==> config.mk <==
export PLATFORM = sky130hd
export DESIGN_NAME = hybrid_sched_arb
export DESIGN_NICKNAME = d
export VERILOG_FILES = /design/src/rtl/hsa_pkg.sv /design/src/rtl/hsa_cfg.sv /design/src/rtl/hsa_strict.sv /design/src/rtl/hsa_dwrr.sv /design/src/rtl/hybrid_sched_arb.sv
export SDC_FILE = /design/constraint.sdc
export NUM_CORES = 1
export LEC_CHECK = 0
export BUFFER_PORTS_ARGS = -buffer_cell sky130_fd_sc_hd__buf_2
export CORE_MARGIN = 10
export CORE_UTILIZATION = 45
export CTS_BUF_LIST = sky130_fd_sc_hd__clkbuf_4
export DETAILED_ROUTE_END_ITERATION = 8
export GPL_TIMING_DRIVEN = 0
export HOLD_SLACK_MARGIN = 0.05
export SLEW_MARGIN = 30
export SYNTH_ARGS = -nofsm -noshare
export SYNTH_HDL_FRONTEND = slang
export SYNTH_SLANG_ARGS = --single-unit
==> constraint.sdc <==
create_clock -name clk -period 85.9 [get_ports clk]
set_input_delay 0 -clock clk [delete_from_list [all_inputs] [get_ports clk]]
set_output_delay 0 -clock clk [all_outputs]
set_load 0.1 [all_outputs]
==> src/rtl/hsa_pkg.sv <==
package hsa_pkg;
   typedef enum logic [1:0] {
      SRC_NONE   = 2'd0,
      SRC_STRICT = 2'd1,
      SRC_WFQ    = 2'd2
   } win_src_e;
endpackage

==> src/rtl/hsa_cfg.sv <==
module hsa_cfg #(
   parameter int NUM_IN = 8,
   parameter int COST_W = 5,
   parameter int CNT_W  = 4
) (
   input  logic                           clk,
   input  logic                           rst_n,
   input  logic                           busy,
   input  logic                           we,
   input  logic [CNT_W-1:0]               addr,
   input  logic [COST_W-1:0]              wdata,
   output logic [CNT_W-1:0]               act_cnt,
   output logic [NUM_IN-1:0][COST_W-1:0]  act_cost
);
   localparam int IDX_W = $clog2(NUM_IN);

   logic [CNT_W-1:0]              sh_cnt;
   logic [NUM_IN-1:0][COST_W-1:0] sh_cost;

   always_ff @(posedge clk) begin
      if (!rst_n) begin
         sh_cnt   <= '0;
         sh_cost  <= '0;
         act_cnt  <= '0;
         act_cost <= '0;
      end else begin
         if (!busy) begin
            act_cnt  <= sh_cnt;
            act_cost <= sh_cost;
         end
         if (we) begin
            if (int'(addr) < NUM_IN)
               sh_cost[addr[IDX_W-1:0]] <= wdata;
            else if (int'(addr) == NUM_IN)
               sh_cnt <= wdata[CNT_W-1:0];
         end
      end
   end

   // live configuration holds while requests keep arriving
   assert_cfg_hold_R10: assert property (@(posedge clk) disable iff (!rst_n)
      busy |=> ($stable(act_cnt) && $stable(act_cost)));
endmodule

==> src/rtl/hsa_strict.sv <==
module hsa_strict #(
   parameter int NUM_IN = 8,
   parameter int CNT_W  = 4
) (
   input  logic [NUM_IN-1:0] req,
   input  logic [CNT_W-1:0]  cnt,
   output logic [NUM_IN-1:0] gnt,
   output logic              any
);
   always_comb begin
      gnt = '0;
      for (int i = 0; i < NUM_IN; i++) begin
         if (req[i] && (i >= int'(cnt))) begin
            gnt    = '0;
            gnt[i] = 1'b1;
         end
      end
      any = |gnt;
   end
endmodule

==> src/rtl/hsa_dwrr.sv <==
module hsa_dwrr #(
   parameter int NUM_IN = 8,
   parameter int COST_W = 5,
   parameter int LEN_W  = 8,
   parameter int CNT_W  = 4
) (
   input  logic                          clk,
   input  logic                          rst_n,
   input  logic [NUM_IN-1:0]             req,
   input  logic [CNT_W-1:0]              cnt,
   input  logic [NUM_IN-1:0][COST_W-1:0] cost,
   input  logic [LEN_W-1:0]              len,
   input  logic                          take,
   output logic [NUM_IN-1:0]             gnt,
   output logic                          any
);
   localparam int IDX_W = $clog2(NUM_IN);
   localparam int CHG_W = LEN_W + COST_W;
   localparam int SUM_W = CHG_W + 1;
   localparam logic [CHG_W-1:0] TMAX = CHG_W'(((1 << LEN_W) - 1) * (1 << COST_W));

   logic [CHG_W-1:0]  chg [NUM_IN];
   logic [CHG_W-1:0]  nxt [NUM_IN];
   logic [SUM_W-1:0]  upd [NUM_IN];
   logic [IDX_W-1:0]  ptr, win;
   logic [NUM_IN-1:0] rq, elig;
   logic [CHG_W-1:0]  minc;
   logic [SUM_W-1:0]  minu, term;

   always_comb begin
      for (int i = 0; i < NUM_IN; i++)
         rq[i] = req[i] && (i < int'(cnt));
      minc = '1;
      for (int i = 0; i < NUM_IN; i++)
         if (rq[i] && chg[i] < minc) minc = chg[i];
      for (int i = 0; i < NUM_IN; i++)
         elig[i] = rq[i] && (chg[i] == minc);
      any = 1'b0;
      win = '0;
      for (int k = 0; k < NUM_IN; k++) begin
         if (!any && elig[(int'(ptr) + k) % NUM_IN]) begin
            any = 1'b1;
            win = IDX_W'((int'(ptr) + k) % NUM_IN);
         end
      end
      gnt = '0;
      if (any) gnt[win] = 1'b1;
   end

   always_comb begin
      term = SUM_W'(len) * (SUM_W'(cost[win]) + SUM_W'(1));
      for (int i = 0; i < NUM_IN; i++)
         upd[i] = SUM_W'(chg[i]) + ((take && any && int'(win) == i) ? term : '0);
      minu = '1;
      for (int i = 0; i < NUM_IN; i++)
         if (rq[i] && upd[i] < minu) minu = upd[i];
      for (int i = 0; i < NUM_IN; i++)
         nxt[i] = rq[i] ? CHG_W'(upd[i] - minu) : '0;
   end

   always_ff @(posedge clk) begin
      if (!rst_n) begin
         ptr <= '0;
         for (int i = 0; i < NUM_IN; i++) chg[i] <= '0;
      end else begin
         for (int i = 0; i < NUM_IN; i++) chg[i] <= nxt[i];
         if (take && any)
            ptr <= (int'(win) == NUM_IN - 1) ? '0 : win + IDX_W'(1);
      end
   end

   for (genvar g = 0; g < NUM_IN; g++) begin : g_chk
      assert_charge_bound_R5: assert property (@(posedge clk) disable iff (!rst_n)
         chg[g] <= TMAX);
      assert_idle_zero_R8: assert property (@(posedge clk) disable iff (!rst_n)
         !(req[g] && (g < int'(cnt))) |=> (chg[g] == '0));
   end
endmodule

==> src/rtl/hybrid_sched_arb.sv <==
module hybrid_sched_arb #(
   parameter int NUM_IN = 8,
   parameter int COST_W = 5,
   parameter int LEN_W  = 8
) (
   input  logic                     clk,
   input  logic                     rst_n,
   input  logic [NUM_IN-1:0]        req,
   input  logic [LEN_W-1:0]         frame_len,
   input  logic                     cfg_we,
   input  logic [$clog2(NUM_IN+1)-1:0] cfg_addr,
   input  logic [COST_W-1:0]        cfg_wdata,
   output logic [NUM_IN-1:0]        gnt
);
   import hsa_pkg::*;

   localparam int CNT_W = $clog2(NUM_IN + 1);

   if (NUM_IN < 2) begin : g_bad_num
      $error("hybrid_sched_arb: NUM_IN must be at least 2");
   end
   if (COST_W < CNT_W) begin : g_bad_cost
      $error("hybrid_sched_arb: COST_W must cover the split count width");
   end
   if (LEN_W < 1) begin : g_bad_len
      $error("hybrid_sched_arb: LEN_W must be positive");
   end

   logic [CNT_W-1:0]              act_cnt;
   logic [NUM_IN-1:0][COST_W-1:0] act_cost;
   logic [NUM_IN-1:0]             s_gnt, w_gnt, wmask;
   logic                          s_any, w_any;
   win_src_e                      src;

   hsa_cfg #(.NUM_IN(NUM_IN), .COST_W(COST_W), .CNT_W(CNT_W)) u_cfg (
      .clk(clk), .rst_n(rst_n), .busy(|req), .we(cfg_we), .addr(cfg_addr),
      .wdata(cfg_wdata), .act_cnt(act_cnt), .act_cost(act_cost));

   hsa_strict #(.NUM_IN(NUM_IN), .CNT_W(CNT_W)) u_strict (
      .req(req), .cnt(act_cnt), .gnt(s_gnt), .any(s_any));

   hsa_dwrr #(.NUM_IN(NUM_IN), .COST_W(COST_W), .LEN_W(LEN_W), .CNT_W(CNT_W)) u_dwrr (
      .clk(clk), .rst_n(rst_n), .req(req), .cnt(act_cnt), .cost(act_cost),
      .len(frame_len), .take(!s_any), .gnt(w_gnt), .any(w_any));

   always_comb begin
      if (s_any)      src = SRC_STRICT;
      else if (w_any) src = SRC_WFQ;
      else            src = SRC_NONE;
      case (src)
         SRC_STRICT: gnt = s_gnt;
         SRC_WFQ:    gnt = w_gnt;
         default:    gnt = '0;
      endcase
      for (int i = 0; i < NUM_IN; i++) wmask[i] = (i < int'(act_cnt));
   end

   assert_onehot_R1: assert property (@(posedge clk) disable iff (!rst_n)
      $onehot0(gnt));
   assert_grant_subset_R1: assert property (@(posedge clk) disable iff (!rst_n)
      (gnt & ~req) == '0);
   assert_work_conserving_R1: assert property (@(posedge clk) disable iff (!rst_n)
      (|req) |-> (|gnt));
   assert_strict_first_R4: assert property (@(posedge clk) disable iff (!rst_n)
      (|(gnt & wmask)) |-> ((req & ~wmask) == '0));
endmodule

Yosys cells after proc, flatten, opt, wreduce, memory -nomap -nowiden
Memories as Yosys holds them, arrays and structs flattened. Cells that the tools add are included.

Memory bits (writable): 104. Output and inout port bits: 8. Memories: 1. Register bits: 91. Bits of input ports: 28.

Memory list: u_dwrr.chg (words 8, bits a word 13, read ports 8, clocked after memory_dff 0, wr ports 8, line hsa_dwrr.sv:22) `logic [CHG_W-1:0] chg [NUM_IN];`.

$add $sub $neg: 25. $mul: 1. Reduce and logical (&&, ||, !) cells: 78. Muxes and demuxes: 101. Order comparisons: 45. Eq/ne operators: 18. Bitwise logic cells: 16.

Operator list (number): $mux W13 (25); $mux W14 (15); $add A13 B14 Y14 (8); $eq A13 B13 Y1 (8); $sub A13 B13 Y13 (8); $lt A14 B14 Y1 (7); $lt A13 B13 Y1 (7); $logic_and A1 B1 Y1 (58); $bwmux W40 (1); $lt A4 B5 Y1 const B (7); $mux W3 (10); $mux W1 (27); $bmux W1 S3 (8); $reduce_or A3 Y1 (7); $ge A3 B4 Y1 const A (4); $lt A3 B4 Y1 const A (4); $mux W8 (2); $pmux W8 S2 (1); $reduce_or A8 Y1 (2); $bmux W5 S3 (1); $demux W5 S3 (1); $mux W5 (3); $lt A14 B14 Y1 const B (1); $mul A8 B14 Y14 (1); other kinds (30) (68).

Logic depth before layout (Yosys ltp)
Gate-level depths: netlist of the first run.

Word-level depth: 84. Depth in mapped cells: 243. Depth with buffers taken out: 218.

By module
From an unflattened synthesis of the first run, not the netlist that was laid out.

Cell total of the unflattened synthesis: 3964. Area total of the unflattened synthesis: 29313.1 um^2.

Modules (own cells, without submodules): hsa_dwrr (instances 1, cells each 3618, area each 25703.4 um^2); hsa_cfg (instances 1, cells each 301, area each 3306.9 um^2); hsa_strict (instances 1, cells each 30, area each 181.4 um^2); hybrid_sched_arb (instances 1, cells each 15, area each 121.4 um^2).

Worst setup path before layout of the first run
Ideal clock, no wire load.

Path kind: reg-to-reg. Start: reg u_cfg.act_cnt[1]. End: mem u_dwrr.chg[1][37] (netlist name). Period minus slack after synthesis: 43.757 ns. Path slack: 42.143 ns. Arrival time: 43.684 ns. Cell stages (with the launch flop): 218. Setup time: 0.073 ns. Cell sequence: dfxtp_1 > buf_2 > o41ai_4 > buf_6 > clkbuf_1 > nor2_1 > ha_1 > nand3_1 > a211oi_1 > nand3b_1 > o31ai_1 > buf_2 > clkbuf_1 > nor2_1 > a21oi_1 > inv_1 > ha_1 > a21o_1 > [182 not listed] > and3_1 > o31ai_4 > a311o_1 > o31a_1 > buf_4 > buf_2 > clkbuf_1 > a21oi_1 > ha_1 > inv_1 > o41ai_1 > a31oi_1 > maj3_2 > a2111oi_2 > a211oi_1 > a211o_1 > and3_1 > o211ai_2.

RTL lines: from (decl) (line hsa_cfg.sv:12) `output logic [CNT_W-1:0] act_cnt,`; from (signal assigned) (line hsa_cfg.sv:28) `act_cnt <= sh_cnt;`; to (decl) (line hsa_dwrr.sv:22).

==> flow_metrics.py, run 1 <==
metrics = {
    "die": {
        "dieArea_sq_um": 77900,
        "coreArea_sq_um": 66200,
        "start_util_pct": 45.6,
        "die_h_um": 279,
        "row_count": 94,
        "ios": 36,
        "die_w_um": 279,
    },
    "clock_tree": {
        "clock_path_buffers": 2,
        "cts_resized": 0,
        "clkTransAtPathRegs_ns": 0.21,
        "root_buffer": "clkbuf_4",
        "cts_buffers": 17,
        "postCtsSetupRepairBufs": 0,
        "htree_levels": 4,
        "clock-sinks": 195,
        "cts_tree": "done",
        "clock_latency_ns": 0.78,
    },
    "logic_synthesis": {
        "synth.area.top_cells": "dfxtp_1, ha_1, nor2_1",
        "synth_top_family_by_area": "compound AO/OA/AOI/OAI gates",
        "synthSimpleGateAreaFrac_pct": 24.1,
        "avgSynthCellArea_sq_um": 7.10,
        "yosys-top-cells-count": "nor2_1, nand2_1, a21oi_1, ha_1, inv_1",
        "ys_ff_latch": 195,
        "yosysWarnings": 0,
        "synth_xor_area_share_pct": 7.85,
        "synth.most_common_cell": "nor2_1",
        "synth_compound_area_share_pct": 29.4,
        "synth.net_count": 4623,
        "synthMuxAreaShare_pct": 3.92,
        "synthesis.area_sq_um": 30200,
        "postSynthCellCount": 4256,
        "synth_edf_count": 0,
        "ys.flop_type": "dfxtp_1",
        "ys_async_sr_fraction_pct": 0,
        "synth_cell_types": 130,
        "synth-adder-area-share_pct": 15.3,
        "synth_top_area_cell": "dfxtp_1",
        "synth_top_area_share_pct": 12.9,
        "ys_seq_area_share_pct": 12.9,
    },
    "global_routing": {
        "grt_util_all_layers_pct": 34.2,
        "grt_pass1_vias": 31100,
        "grt_pass1_wl_um": 202000,
        "grt_max_degree": 25,
        "overflow": 0,
        "antenna_found_initial": 6,
    },
    "place": {
        "gp_congestion": 1.09,
        "place_ws_ns": 27.41,
        "dp_hpwl_um": 114000,
        "place.port_buffers": 27,
    },
    "setup_path": {
        "reg2reg_setup_slack_ns": 25.64,
        "startpoint_type": "flop",
        "crit_arrival_ns": 60.92,
        "path_max_fanout": 10,
        "required_ns": 86.56,
        "critPathMostFrequentCell": "a21oi_1",
        "cpMaxStageDelayCell": "a2111oi_1",
        "path_class": "flop to flop",
        "endpoint_kind": "flop",
        "crit_path_max_incr_delay_ns": 0.98,
    },
    "sta": {
        "slew_headroom_pct": 21.0,
        "setup_ws_ns": 25.64,
        "post-route-period-util_pct": 70.2,
        "setup_viol": 0,
        "fin_skew_ns": 0.0361,
        "drv_slew": 0,
        "max_freq_ghz": 0.0166,
        "finalHoldViolCount": 0,
        "rsz0062_at_grt": "no",
        "setup_tns_ns": 0,
        "worst_slew_pin_slew_ns": 1.17,
        "fin_crit_ns": 60.26,
    },
    "routing": {
        "dr.pass1.iters": 7,
        "vias": 33800,
        "vias_per_cell": 6.46,
        "drc": 0,
        "wl_per_cell_um": 26.5,
        "drt_wl_total_um": 139000,
        "postRouteAntennaNets": 0,
        "first_iter_violations": 4026,
    },
    "power": {
        "peakVddDrop_uv": 11.0,
        "p_leak_uw": 0.0140,
        "power.density_nw_per_um2": 5.07,
    },
    "cells_and_area": {
        "nets": 4712,
        "seqCellArea_sq_um": 3900,
        "drive_gt1_share_pct": 6.40,
        "final_core_util_pct": 49.0,
        "multiInputGateArea_sq_um": 24600,
        "final.fill_count": 6947,
        "area_growth_pct": 7.34,
    },
    "run_status": {
        "outcome": "complete, no violations",
    },
    "worst_hold_path": {
        "hold_class": "input pin to flop",
    },
    "flow_run": {
        "maxCapViolations": 0,
    },
}
-- per-stage QoR --
stage               hold WS, ns  area, sq um  power (uW)  instances
floorplan                 0.250        30200        97.3       4256
global placement          0.415        31400         101       5147
detailed placement        0.413        31700         101       5160
CTS                      0.0545        32400         165       5222
global route              0.146        32400         168       5227
finish                    0.116        32400         165       5229
-- report_power, final --
part	leakage, uW	internal [uW]	total (uW)	switching [uW]
logic	0.0123	2.67	9.28	6.60
registers	0.00157	90.9	91.1	0.170
clock network	0.000182	15.7	64.2	48.5
-- layout by cell type (no fill, tap or decap), types with 78 or more instances in the layout --
| master | instances |
|---|---|
| a21oi_1 | 357 |
| dfxtp_1 | 195 |
| o21ai_0 | 151 |
| ha_1 | 306 |
| xnor2_1 | 182 |
| nor2_1 | 566 |
| xor2_1 | 78 |
| mux2i_1 | 78 |
| nand2_1 | 442 |
| clkbuf_1 | 122 |
| nor3_1 | 88 |
| o21bai_1 | 78 |
| inv_1 | 300 |
| nand3_1 | 95 |
-- state kept, by name, summed over array words and instances (netlist names) --
register and flops:
u_dwrr.chg 104, u_cfg.act_cost 40, u_cfg.sh_cost 40, u_cfg.act_cnt 4
u_cfg.sh_cnt 4, u_dwrr.ptr 3
-- per-layer routing --
layer | share of wire, % | vias to the layer above | track usage, %
met5 | 0.0087 | - | 0
met4 | 6.4 | 2 | 19.5
met3 | 9.7 | 373 | 5.97
met2 | 42 | 1728 | 52.8
met1 | 41 | 16000 | 44.4
li1 | - | 15700 | -
-- cells by family (layout without fill, tap and decap cells) --
| family | Yosys count | count (layout) |
|---|---|---|
| AO/OA/AOI/OAI | 1273 | 1273 |
| XOR/XNOR | 271 | 271 |
| adder cells (fa/ha/maj) | 353 | 353 |
| buffers and inverters | 483 | 585 |
| flip-flops | 195 | 195 |
| multiplexers | 112 | 112 |
| other | 0 | 7 |
| AND/OR/NAND/NOR | 1569 | 1569 |
-- worst max-delay path: cells and delay by family (launching register included) --
family | cells | cell delay [ns]
fa+ha+maj | 22 | 7.42
buf+inv | 42 | 11.98
flops | 1 | 0.34
mux | 4 | 1.60
xor+xnor | 3 | 1.35
compound gates | 86 | 25.27
simple gates | 65 | 12.06
-- final timing paths --
| check | from | to | cells after the start |
|---|---|---|---|
| hold / removal | req[7] | u_dwrr.chg[1][50] | 5 |
| setup reg to reg | u_cfg.act_cnt[1] | u_dwrr.chg[0][9] | 222 |
| setup / recovery | u_cfg.act_cnt[1] | u_dwrr.chg[0][9] | 222 |
| hold reg to reg | u_cfg.sh_cost[25] | u_cfg.act_cost[25] | 2 |
-- layout make-up --
type / instances / share of cell area [%]
Multi-Input combinational cell: 3578 / 75.8
Sequential cell: 195 / 12.0
Inverter: 304 / 3.52
Tap cell: 864 / 3.33
Buffer: 179 / 2.46
Timing Repair Buffer: 70 / 1.69
Clock inverter: 15 / 0.706
Clock buffer: 17 / 0.393
Antenna cell: 7 / 0.0540
-- what timing repair did --
action | in CTS | in global routing
hold buffers | 30 | 0
setup endpoints to repair | 0 | 0
hold endpoints to repair | 80 | 0
Note: power is estimated with default switching activity, not from simulation.
==> inputs of run 2 (changes only) <==
clock period = 57 ns   (was 85.9 ns; I/O delays follow)
==> flow_metrics.py, run 2 (synthesis gave the netlist of run 1 again) <==
metrics = {
    "setup_path": {
        "crit_arrival_ns": 54.61,
        "required_ns": 57.72,
        "crit_path_max_incr_delay_ns": 0.69,
        "path_max_fanout": 17,
        "endpoint_kind": "flop",
        "critPathMostFrequentCell": "ha_1",
        "path_class": "flop to flop",
        "cpMaxStageDelayCell": "buf_1",
        "startpoint_type": "flop",
    },
    "global_routing": {
        "grt_pass1_wl_um": 202000,
        "antenna_found_initial": 6,
        "grt_util_all_layers_pct": 34.2,
        "grt_pass1_vias": 31100,
        "grt_max_degree": 25,
        "overflow": 0,
    },
    "sta": {
        "fin_crit_ns": 53.90,
        "setup_ws_ns": 3.10,
        "drv_slew": 0,
        "slew_headroom_pct": 20.9,
        "setup_viol": 0,
        "max_freq_ghz": 0.0186,
        "finalHoldViolCount": 0,
        "post-route-period-util_pct": 94.6,
        "fin_skew_ns": 0.0441,
        "worst_slew_pin_slew_ns": 1.17,
    },
    "cells_and_area": {
        "multiInputGateArea_sq_um": 24800,
        "layout.cells.most_common_list": "nor2_1, nand2_1, a21oi_1",
        "regMostFlops": "u_dwrr.chg",
        "reg.largest.list": "u_dwrr.chg: 104 flops, u_cfg.act_cost: 40 flops, u_cfg.sh_cost: 40 flops",
        "final_core_util_pct": 49.4,
        "area_growth_pct": 8.31,
        "final.fill_count": 6927,
        "largest_reg_flops": 104,
        "nets": 4719,
        "final_common_cell": "nor2_1",
        "seqCellArea_sq_um": 3900,
        "drive_gt1_share_pct": 7.61,
    },
    "flow_run": {
        "maxCapViolations": 0,
    },
    "power": {
        "power_frac_comb_pct": 5.6,
        "seqPwrFrac_pct": 55.2,
        "power_switching_uw": 83.8,
        "internal_power_uw": 165,
        "power.density_nw_per_um2": 7.59,
        "peakVddDrop_uv": 16.4,
        "swShare_pct": 33.7,
        "p_leak_uw": 0.0141,
        "p_clk_share_pct": 39.1,
    },
    "routing": {
        "drc": 0,
        "first_iter_violations": 3782,
        "dr.pass1.iters": 7,
        "vias": 33800,
        "drt_wl_total_um": 139000,
        "postRouteAntennaNets": 0,
        "wl_per_cell_um": 26.6,
        "vias_per_cell": 6.45,
    },
    "die": {
        "dieArea_sq_um": 77900,
        "die_h_um": 279,
        "row_count": 94,
        "die_w_um": 279,
        "ios": 36,
        "start_util_pct": 45.6,
        "coreArea_sq_um": 66200,
    },
    "place": {
        "dp_hpwl_um": 114000,
        "gp_congestion": 1.09,
        "place.port_buffers": 27,
        "place_ws_ns": -1.49,
    },
    "clock_tree": {
        "htree_levels": 4,
        "clock-sinks": 195,
        "cts_buffers": 17,
        "clock_latency_ns": 0.81,
        "clkTransAtPathRegs_ns": 0.20,
        "clock_path_buffers": 2,
        "cts_tree": "done",
        "root_buffer": "clkbuf_4",
    },
    "worst_hold_path": {
        "hold_class": "input pin to flop",
    },
    "run_status": {
        "outcome": "complete, no violations",
    },
}
-- run 2: cell types whose count changed in the layout (fill, tap and decap cells not counted), moves of 3 or more --
| cell | change |
|---|---|
| clkbuf_1 | -15 |
| a211oi_2 | +4 |
| a2111oi_2 | +3 |
| a21oi_1 | -8 |
| a21oi_4 | +6 |
| clkbuf_2 | +15 |
| buf_4 | +8 |
| a211oi_1 | -4 |
-- run 2: what timing repair did --
action	in CTS	in global routing
endpoints found under the setup margin	95	104
hold buffers	29	0
pin swaps	0	4
gates resized for setup	18	51
buffers inserted	0	9
hold endpoints to repair	80	0
-- run 2: final timing paths --
path	startpoint	endpoint	slack (ns)	depth (start not counted)
setup reg to reg	u_cfg.act_cnt[1]	u_dwrr.chg[1][37]	3.10	220
setup / recovery	u_cfg.act_cnt[1]	u_dwrr.chg[1][37]	3.10	220
hold / removal	req[7]	u_dwrr.chg[1][50]	0.09	5
hold reg to reg	u_cfg.sh_cost[25]	u_cfg.act_cost[25]	0.46	2
-- run 2: final cells by class --
type | instances | area share [%]
clock buffers | 17 | 0.390
repair buffers | 78 | 1.89
well taps | 864 | 3.30
flip-flops and latches | 195 | 11.9
diodes | 6 | 0.0459
plain buffers | 178 | 2.48
multi-input cells | 3578 | 75.8
clock inverters | 15 | 0.699
inverters | 304 | 3.50
-- run 2: worst max-delay path, delay by kind of cell, from the launching register on --
family	cells	cell delay, ns
fa+ha+maj	22	6.95
flops	1	0.34
compound gates	82	20.23
xor+xnor	1	0.35
mux	4	1.44
simple gates	67	13.62
buf+inv	44	10.76
-- run 2: metrics by stage --
stage          total power [uW]  hold slack [ns]  setup TNS [ns]  area [sq um]  instances
3_5_place_dp                152            0.413          -64.32         31700       5160
5_1_grt                     253            0.140          -0.601         32700       5235
2_1_floorplan               147            0.250               0         30200       4256
3_3_place_gp                152            0.415         -281.09         31400       5147
6_report                    249           0.0925               0         32700       5235
4_1_cts                     248           0.0545               0         32500       5221
-- run 2: per-layer routing --
metal	GRT usage (%)	vias up	share of wire, %
met5	0	-	0.0050
met4	20.5	2	6.7
met3	5.82	402	9.4
met2	52.4	1633	42
met1	44.5	16100	42
li1	-	15700	-
-- run 2: power groups by stage --
stage,clock network (uW),registers (uW),logic (uW)
6_report,97.2,137,14.0
2_1_floorplan,0,140,6.83
3_5_place_dp,0,140,12.5
4_1_cts,97.2,137,13.7
5_1_grt,101,137,14.8
3_3_place_gp,0,140,12.2
